--- config.mk ---
export PLATFORM = sky130hd
export DESIGN_NAME = pio_sel_top
export DESIGN_NICKNAME = d
export VERILOG_FILES = /design/src/rtl/pio_sel_pkg.sv /design/src/rtl/pio_sel_window.sv /design/src/rtl/pio_sel_unlock.sv /design/src/rtl/pio_sel_cfgbank.sv /design/src/rtl/pio_sel_top.sv
export SDC_FILE = /design/constraint.sdc
export NUM_CORES = 1
export LEC_CHECK = 0
export BUFFER_PORTS_ARGS = -buffer_cell sky130_fd_sc_hd__clkbuf_2
export CORE_ASPECT_RATIO = 0.7
export CORE_MARGIN = 4
export CORE_UTILIZATION = 30
export DETAILED_ROUTE_END_ITERATION = 6
export HOLD_SLACK_MARGIN = 0.02
export PLACE_DENSITY = 0.55
export SLEW_MARGIN = 20
export SYNTH_ARGS = -nofsm -noshare
export SYNTH_HDL_FRONTEND = slang
export SYNTH_SLANG_ARGS = --single-unit
--- constraint.sdc ---
create_clock -name clk -period 2.55 [get_ports clk]
set_clock_uncertainty 0.15 [all_clocks]
set_input_delay 0.255 -clock clk [delete_from_list [all_inputs] [get_ports clk]]
set_output_delay 0.255 -clock clk [all_outputs]
set_load 0.01 [all_outputs]
--- src/rtl/pio_sel_pkg.sv ---
package pio_sel_pkg;

   // select vector bit positions
   localparam int SEL_IDE_CMD = 0;
   localparam int SEL_IDE_CTL = 1;
   localparam int SEL_FLOPPY  = 2;
   localparam int SEL_PAR     = 3;
   localparam int SEL_SER     = 4;
   localparam int NUM_SEL     = 5;

   // address windows compared in parallel
   localparam int WIN_IDE     = 0;
   localparam int WIN_FLOPPY  = 1;
   localparam int WIN_PAR     = 2;
   localparam int WIN_SER     = 3;
   localparam int NUM_WIN     = 4;

   // configuration byte indices and enable bit positions
   localparam int IX_ENA_LO   = 0;
   localparam int IX_SER_BASE = 4;
   localparam int IX_PAR_BASE = 6;
   localparam int IX_ENA_HI   = 12;
   localparam int BIT_PAR_EN  = 3;
   localparam int BIT_SER_EN  = 2;
   localparam int BIT_IDE_EN  = 7;
   localparam int BIT_FDC_EN  = 5;

   typedef enum logic [2:0] {
      UL_IDLE,
      UL_KEY1,
      UL_KEY2,
      UL_MOVE,
      UL_CONFIRM,
      UL_OPEN
   } unlock_st_t;

   function automatic int win_span_log2(input int w);
      return (w == WIN_PAR) ? 2 : 3;
   endfunction

   function automatic logic [7:0] cfg_reset_val(input int i);
      case (i)
         0:       return 8'h0E;
         2:       return 8'h08;
         4:       return 8'hFE;
         5:       return 8'hBE;
         6:       return 8'h9E;
         8:       return 8'hEC;
         9:       return 8'hB0;
         default: return 8'h00;
      endcase
   endfunction

endpackage

--- src/rtl/pio_sel_window.sv ---
module pio_sel_window #(
   parameter int ADDR_W    = 16,
   parameter int SPAN_LOG2 = 3
) (
   input  logic [ADDR_W-1:0] base,
   input  logic [ADDR_W-1:0] addr,
   input  logic              en,
   output logic              hit
);

   generate
      if (SPAN_LOG2 < 1 || SPAN_LOG2 >= ADDR_W) begin : g_bad_span
         $error("pio_sel_window: SPAN_LOG2 out of range");
      end
   endgenerate

   logic [ADDR_W-1:0] diff;

   always_comb begin
      diff = (addr ^ base) >> SPAN_LOG2;
      hit  = en && (diff == '0);
   end

endmodule

--- src/rtl/pio_sel_unlock.sv ---
module pio_sel_unlock
   import pio_sel_pkg::*;
#(
   parameter int                ADDR_W     = 16,
   parameter int                DATA_W     = 8,
   parameter logic [ADDR_W-1:0] KEY_ADDR_A = 16'h02FA,
   parameter logic [ADDR_W-1:0] KEY_ADDR_B = 16'h03FA,
   parameter logic [DATA_W-1:0] KEY_0      = 8'h55,
   parameter logic [DATA_W-1:0] KEY_1      = 8'hAA,
   parameter logic [DATA_W-1:0] KEY_2      = 8'h36
) (
   input  logic              clk,
   input  logic              rst_n,
   input  logic              wr_en,
   input  logic [ADDR_W-1:0] addr,
   input  logic [DATA_W-1:0] wdata,
   input  logic              relock,
   output logic              unlocked,
   output logic              move_we
);

   unlock_st_t        st_q, st_d;
   logic [DATA_W-1:0] moved_q;
   logic              hit_a, hit_b;

   always_comb begin
      hit_a   = (addr == KEY_ADDR_A);
      hit_b   = (addr == KEY_ADDR_B);
      move_we = wr_en && (st_q == UL_MOVE) && hit_b;
      st_d    = st_q;
      if (st_q == UL_OPEN) begin
         if (relock) st_d = UL_IDLE;
      end else if (wr_en) begin
         st_d = UL_IDLE;
         case (st_q)
            UL_IDLE:    if (hit_a && wdata == KEY_0)    st_d = UL_KEY1;
            UL_KEY1:    if (hit_b && wdata == KEY_1)    st_d = UL_KEY2;
            UL_KEY2:    if (hit_b && wdata == KEY_2)    st_d = UL_MOVE;
            UL_MOVE:    if (hit_b)                      st_d = UL_CONFIRM;
            UL_CONFIRM: if (hit_a && wdata == ~moved_q) st_d = UL_OPEN;
            default:                                    st_d = UL_IDLE;
         endcase
      end
   end

   always_ff @(posedge clk) begin
      if (!rst_n) begin
         st_q    <= UL_IDLE;
         moved_q <= '0;
      end else begin
         st_q <= st_d;
         if (move_we) moved_q <= wdata;
      end
   end

   assign unlocked = (st_q == UL_OPEN);

endmodule

--- src/rtl/pio_sel_cfgbank.sv ---
module pio_sel_cfgbank
   import pio_sel_pkg::*;
#(
   parameter int                ADDR_W       = 16,
   parameter int                DATA_W       = 8,
   parameter int                NUM_REGS     = 16,
   parameter logic [ADDR_W-1:0] CFG_BASE_RST = 16'h0390
) (
   input  logic                               clk,
   input  logic                               rst_n,
   input  logic                               wr_en,
   input  logic [ADDR_W-1:0]                  addr,
   input  logic [DATA_W-1:0]                  wdata,
   input  logic                               unlocked,
   input  logic                               move_we,
   output logic [NUM_REGS-1:0][DATA_W-1:0]    regs,
   output logic [ADDR_W-1:0]                  cfg_base,
   output logic                               relock
);

   localparam int IDX_W = $clog2(NUM_REGS);
   localparam int LAST  = NUM_REGS - 1;
   localparam int PAD_W = ADDR_W - DATA_W - 2;

   generate
      if ((1 << IDX_W) != NUM_REGS || IDX_W > DATA_W) begin : g_bad_regs
         $error("pio_sel_cfgbank: NUM_REGS must be a power of two indexable by one data byte");
      end
   endgenerate

   logic [IDX_W-1:0] idx_q;
   logic             idx_we, dat_we;

   always_comb begin
      idx_we = wr_en && unlocked && (addr == cfg_base);
      dat_we = wr_en && unlocked && (addr == cfg_base + ADDR_W'(1));
      relock = dat_we && (idx_q == IDX_W'(LAST));
   end

   always_ff @(posedge clk) begin
      if (!rst_n) begin
         cfg_base <= CFG_BASE_RST;
         idx_q    <= '0;
      end else begin
         if (move_we) cfg_base <= {{PAD_W{1'b0}}, wdata, 2'b00};
         if (idx_we)  idx_q    <= wdata[IDX_W-1:0];
      end
   end

   for (genvar g = 0; g < NUM_REGS; g++) begin : g_reg
      if (g == LAST) begin : g_move
         // the top byte records the pair relocation and is not data-writable
         always_ff @(posedge clk) begin
            if (!rst_n)       regs[g] <= DATA_W'(cfg_reset_val(g));
            else if (move_we) regs[g] <= wdata;
         end
      end else begin : g_plain
         always_ff @(posedge clk) begin
            if (!rst_n)                                 regs[g] <= DATA_W'(cfg_reset_val(g));
            else if (dat_we && idx_q == IDX_W'(g))      regs[g] <= wdata;
         end
      end
   end

endmodule

--- src/rtl/pio_sel_top.sv ---
module pio_sel_top
   import pio_sel_pkg::*;
#(
   parameter int                ADDR_W        = 16,
   parameter int                DATA_W        = 8,
   parameter int                NUM_REGS      = 16,
   parameter int                OFF_W         = 3,
   parameter logic [ADDR_W-1:0] IDE_CMD_BASE  = 16'h01F0,
   parameter logic [ADDR_W-1:0] IDE_CTL_ADDR  = 16'h03F6,
   parameter logic [ADDR_W-1:0] FLOPPY_BASE   = 16'h03F0,
   parameter logic [ADDR_W-1:0] FLOPPY_HOLE_A = 16'h03F0,
   parameter logic [ADDR_W-1:0] FLOPPY_HOLE_B = 16'h03F1,
   parameter logic [ADDR_W-1:0] CFG_BASE_RST  = 16'h0390
) (
   input  logic               clk,
   input  logic               rst_n,
   input  logic [ADDR_W-1:0]  bus_addr,
   input  logic [DATA_W-1:0]  bus_wdata,
   input  logic               bus_rd,
   input  logic               bus_wr,
   output logic [NUM_SEL-1:0] sel,
   output logic [OFF_W-1:0]   reg_off
);

   localparam int PAD_W    = ADDR_W - DATA_W - 2;
   localparam int PAR_SPAN = win_span_log2(WIN_PAR);

   generate
      if (DATA_W != 8)                begin : g_bad_data  $error("pio_sel_top: DATA_W must be 8"); end
      if (PAD_W < 0)                  begin : g_bad_addr  $error("pio_sel_top: ADDR_W too small"); end
      if (NUM_REGS <= IX_ENA_HI)      begin : g_bad_regs  $error("pio_sel_top: bank too small"); end
      if (OFF_W != win_span_log2(WIN_SER)) begin : g_bad_off $error("pio_sel_top: OFF_W must match widest window"); end
   endgenerate

   logic [NUM_REGS-1:0][DATA_W-1:0] cfg_regs;
   logic [ADDR_W-1:0]               cfg_base;
   logic                            unlocked, move_we, relock;

   pio_sel_unlock #(
      .ADDR_W (ADDR_W),
      .DATA_W (DATA_W)
   ) u_unlock (
      .clk      (clk),
      .rst_n    (rst_n),
      .wr_en    (bus_wr),
      .addr     (bus_addr),
      .wdata    (bus_wdata),
      .relock   (relock),
      .unlocked (unlocked),
      .move_we  (move_we)
   );

   pio_sel_cfgbank #(
      .ADDR_W       (ADDR_W),
      .DATA_W       (DATA_W),
      .NUM_REGS     (NUM_REGS),
      .CFG_BASE_RST (CFG_BASE_RST)
   ) u_bank (
      .clk      (clk),
      .rst_n    (rst_n),
      .wr_en    (bus_wr),
      .addr     (bus_addr),
      .wdata    (bus_wdata),
      .unlocked (unlocked),
      .move_we  (move_we),
      .regs     (cfg_regs),
      .cfg_base (cfg_base),
      .relock   (relock)
   );

   logic [NUM_WIN-1:0][ADDR_W-1:0] win_base;
   logic [NUM_WIN-1:0]             win_en;
   logic [NUM_WIN-1:0]             win_hit;

   always_comb begin
      win_base[WIN_IDE]    = IDE_CMD_BASE;
      win_base[WIN_FLOPPY] = FLOPPY_BASE;
      win_base[WIN_PAR]    = {{PAD_W{1'b0}}, cfg_regs[IX_PAR_BASE], 2'b00};
      win_base[WIN_SER]    = {{PAD_W{1'b0}}, cfg_regs[IX_SER_BASE] & ~DATA_W'(1), 2'b00};
      win_en[WIN_IDE]      = cfg_regs[IX_ENA_HI][BIT_IDE_EN];
      win_en[WIN_FLOPPY]   = cfg_regs[IX_ENA_HI][BIT_FDC_EN];
      win_en[WIN_PAR]      = cfg_regs[IX_ENA_LO][BIT_PAR_EN];
      win_en[WIN_SER]      = cfg_regs[IX_ENA_LO][BIT_SER_EN];
   end

   for (genvar w = 0; w < NUM_WIN; w++) begin : g_win
      pio_sel_window #(
         .ADDR_W    (ADDR_W),
         .SPAN_LOG2 (win_span_log2(w))
      ) u_win (
         .base (win_base[w]),
         .addr (bus_addr),
         .en   (win_en[w]),
         .hit  (win_hit[w])
      );
   end

   logic strobe, ide_ctl_hit, floppy_hole;

   always_comb begin
      strobe      = bus_rd || bus_wr;
      ide_ctl_hit = win_en[WIN_IDE] && (bus_addr == IDE_CTL_ADDR);
      floppy_hole = (bus_addr == FLOPPY_HOLE_A) || (bus_addr == FLOPPY_HOLE_B) ||
                    (bus_addr == IDE_CTL_ADDR);
      sel         = '0;
      reg_off     = '0;
      if (strobe) begin
         if (win_hit[WIN_IDE]) begin
            sel[SEL_IDE_CMD] = 1'b1;
            reg_off          = bus_addr[OFF_W-1:0];
         end else if (ide_ctl_hit) begin
            sel[SEL_IDE_CTL] = 1'b1;
            reg_off          = bus_addr[OFF_W-1:0];
         end else if (win_hit[WIN_FLOPPY] && !floppy_hole) begin
            sel[SEL_FLOPPY]  = 1'b1;
            reg_off          = bus_addr[OFF_W-1:0];
         end else if (win_hit[WIN_PAR]) begin
            sel[SEL_PAR]     = 1'b1;
            reg_off          = bus_addr[OFF_W-1:0] & OFF_W'((1 << PAR_SPAN) - 1);
         end else if (win_hit[WIN_SER]) begin
            sel[SEL_SER]     = 1'b1;
            reg_off          = bus_addr[OFF_W-1:0];
         end
      end
   end

endmodule

==> impl_results.md <==
* Run status: complete, no violations
* Final Total Pwr at between 1000 and 1500 µW
* Pre-Repair DR Iteration Count at 4
* Maximum number of buffers from clock root to sink at 2
* Post-placement cell area at about 2700 µm²
* First-pass GRT wire length at ~10000 µm
* Post-synthesis net count at around 290
* Clock transition at the registers of the reported paths at about 0.060 ns
* Final Max Slew Viols at 0
* Vias after detailed routing at roughly 2000
* Reg2reg start: u_unlock.moved_q[1]$_SDFFE_PN0P_
* Portion of total power attributed to combinational logic at 9.9%
* Biggest area contributors in the synthesized netlist: sky130_fd_sc_hd__dfxtp_1 32%, sky130_fd_sc_hd__mux2i_1 12%, sky130_fd_sc_hd__xnor2_1 8.4%
* Vias per cell at between 5 and 6
* Kind of cell adding the most delay to the critical path: simple AND/OR/NAND/NOR gates
* Sequential-to-total area share from yosys stat at a little under a third
* Mean instance size in the synthesized netlist at approximately 9 µm²
* CTS tree: done
* WS Path Type: reg2out
* Required time at the worst-slack endpoint at 2.14 ns
* Endpoint class of the critical path: output pin
* Port Buf Inserts at 35
* Sink Count at 38
* Worst setup slack after placement at 0.218 ns
* H-tree depth reported by CTS at 2
* Die W at about 110 µm
* Total internal power at between 1000 and 1500 µW
* Starting DRC count in detailed routing at ~130
* Longest individual stage delay on the worst path at 0.57 ns
* Post-layout min period at between 2 and 2.5 ns
* Peak VDD IR at about 0.00024 V
* Gate count of the mapped netlist at between 200 and 300
* Fraction of post-synthesis cell area in the top cell type by area at a little under a third
* Final design instance area without fill at roughly 2800 µm²
* CTS Buf Count at 5
* Number of antenna violations at the first check in global routing at 0
* Total I/O pin count at 36
* Type of element launching the critical path: register
* PwrDens at 477 nW/µm²
* Cells along the critical path: xnor2_1, nand3_1, or4_1, o311a_1, nor3b_1, clkbuf_2
* Switching share of total power at between 20% and 30%
* Post-synthesis to final-layout area growth at 19.0%
* Worst-skew pair later-pin latency at about 0.28 ns
* N_diodes at 0
* Most common cell after layout, fill and taps aside: sky130_fd_sc_hd__dfxtp_1
* Worst Min Path Start: bus_wdata[0]
* Effective utilization at floorplan at between 30% and 40%
* Count of endpoints failing setup in the final report at 0
* FFs w/ async S/R, synth at 0%
* Total wire length at around 6400 µm
* Layout net count at approximately 330
* Crit path max fanout at 3
* Switch Pwr at 324 µW
* Leakage dissipation at roughly 0.0011 µW
* Synth Warn # at 0
* Setup TNS at 0 ns
* Number of max-cap violations at 0
* DR WL/cell at 16.0 µm
* Routability congestion estimate from global placement at around 0.85
* Number of global-route vias before repair at roughly 1900
* Combined buffer and inverter count along the critical path at 1
* Largest net degree at the start of global routing at 38
* Overall die area at approximately 9500 µm²
* Slew margin rel. at 54.6%
* Hold-fix buffers, CTS at 0
* Die height at just over 80 µm
* Type of the most critical hold path: in2reg
* Congestion Overflow GR at 0
* Top library cells by usage in the layout, fill and taps aside: 38 x sky130_fd_sc_hd__dfxtp_1, 35 x sky130_fd_sc_hd__clkbuf_2, 29 x sky130_fd_sc_hd__nor2b_1
* Tcrit/Tclk final at 94.9%
* Final Util at a little under two fifths
* Portion of total power attributed to sequential cells at a little over two fifths
* Global router's overall resource usage at 14.3%
* DP HPWL at between 4000 and 5000 µm
* Fill cell instance count of the final layout at around 790
* Unrepaired setup endpoints after global routing: no
* Distinct cell type count of the synthesized netlist at 46
* Post-route antenna net violation count at 0
* Critical path's slowest cell: sky130_fd_sc_hd__or4_1
* Fraction of final layout cells sized beyond drive strength 1 at a little over a fifth
* Critical path arrival at between 2 and 2.5 ns
* Cell type with the highest aggregate area in the netlist: sky130_fd_sc_hd__dfxtp_1
* Slew of the pin with the lowest slew margin at a little under 0.7 ns
* Area of the core at about 7500 µm²
* Root buffer cell: sky130_fd_sc_hd__clkbuf_16
* Netlist Area Pre-Place at about 2400 µm²
* DRC Markers at 0
* Core Rows at 26
* Synth Flop Type: sky130_fd_sc_hd__dfxtp_1
* Worst path setup slack after routing at between 0.1 and 0.15 ns
* F_max at between 400 and 500 MHz
* Start point of the critical path: u_bank.regs[53]$_SDFFE_PN0P_
* Post-synth EDFFs at 0
* Final hold violations at 0
* Clock network power share at between 40% and 50%
* Number of synthesized register bits at 38
per-stage QoR:
stage	std cells	hold slack, ns
floorplan	266	0.233
global placement	394	0.315
detailed placement	394	0.324
CTS	402	0.162
global route	402	0.191
finish	402	0.176
flip-flops by register name, indices dropped and copies added, names as in the netlist:
register,cells
u_unlock.st_q,3
u_unlock.moved_q,8
u_bank.regs,19
u_bank.cfg_base,4
u_bank.idx_q,4
synthesized netlist by cell type (5+ instances only):
cell type and number:
sky130_fd_sc_hd__clkbuf_1 7, sky130_fd_sc_hd__nand3_1 6, sky130_fd_sc_hd__dfxtp_1 38, sky130_fd_sc_hd__xor2_1 8, sky130_fd_sc_hd__nand4_1 8, sky130_fd_sc_hd__nor3_1 5
sky130_fd_sc_hd__nor2_1 12, sky130_fd_sc_hd__nand2b_1 8, sky130_fd_sc_hd__xnor2_1 23, sky130_fd_sc_hd__nor2b_1 29, sky130_fd_sc_hd__nand2_1 18, sky130_fd_sc_hd__mux2i_1 28
sky130_fd_sc_hd__a21oi_1 14
area by class of cell:
cell class,instances,area [µm²],area share [%]
Multi-Input combinational cell,211,1550,54.6
Sequential cell,38,761,26.7
Timing Repair Buffer,43,248,8.70
Clock buffer,7,143,5.01
Tap cell,98,123,4.31
Inverter,4,15.0,0.527
Clock inverter,1,5.00,0.176
per-layer routing:
layer / part of all wire [%] / wire [µm] / track usage (%)
met1: 56 / 3600 / 22.0
met5: 0 / 0 / 0
met4: 0.95 / 61 / 3.52
met3: 5.8 / 375 / 3.64
met2: 37 / 2400 / 19.5
tightest hold or removal path: stages:
cell                       delay, ns
sky130_fd_sc_hd__clkbuf_2       0.16
sky130_fd_sc_hd__nand2_1        0.08
sky130_fd_sc_hd__mux2i_1        0.06
what timing repair did:
action	in CTS	in global routing
resized for setup	0	1
setup buffers	0	0
endpoints found under the setup margin	0	1
power by group through the flow:
stage	combinational (µW)	sequential, µW	clock, µW
after floorplan	70.7	608	0
after global placement	133	609	0
after detailed placement	134	609	0
after CTS	134	596	642
after global routing	147	596	667
final	135	596	628
kinds of logic after synthesis:
group / after synthesis / share of synthesized area (%)
compound gates: 32 / 8.32
mux: 28 / 11.7
buf+inv: 17 / 3.45
simple gates: 120 / 33.4
xor+xnor: 31 / 11.3
flops: 38 / 31.8
final timing paths:
path | endpoint | slack (ns) | cells after the start
hold reg to reg | u_bank.regs[54]$_SDFFE_PN0P_ | 0.32 | 2
setup reg to reg | u_bank.regs[38]$_SDFFE_PN1P_ | 0.57 | 5
hold / removal | u_bank.regs[48]$_SDFFE_PN0P_ | 0.18 | 3
setup / recovery | reg_off[1] | 0.13 | 6
No activity file was read; power rests on OpenSTA's default activity.
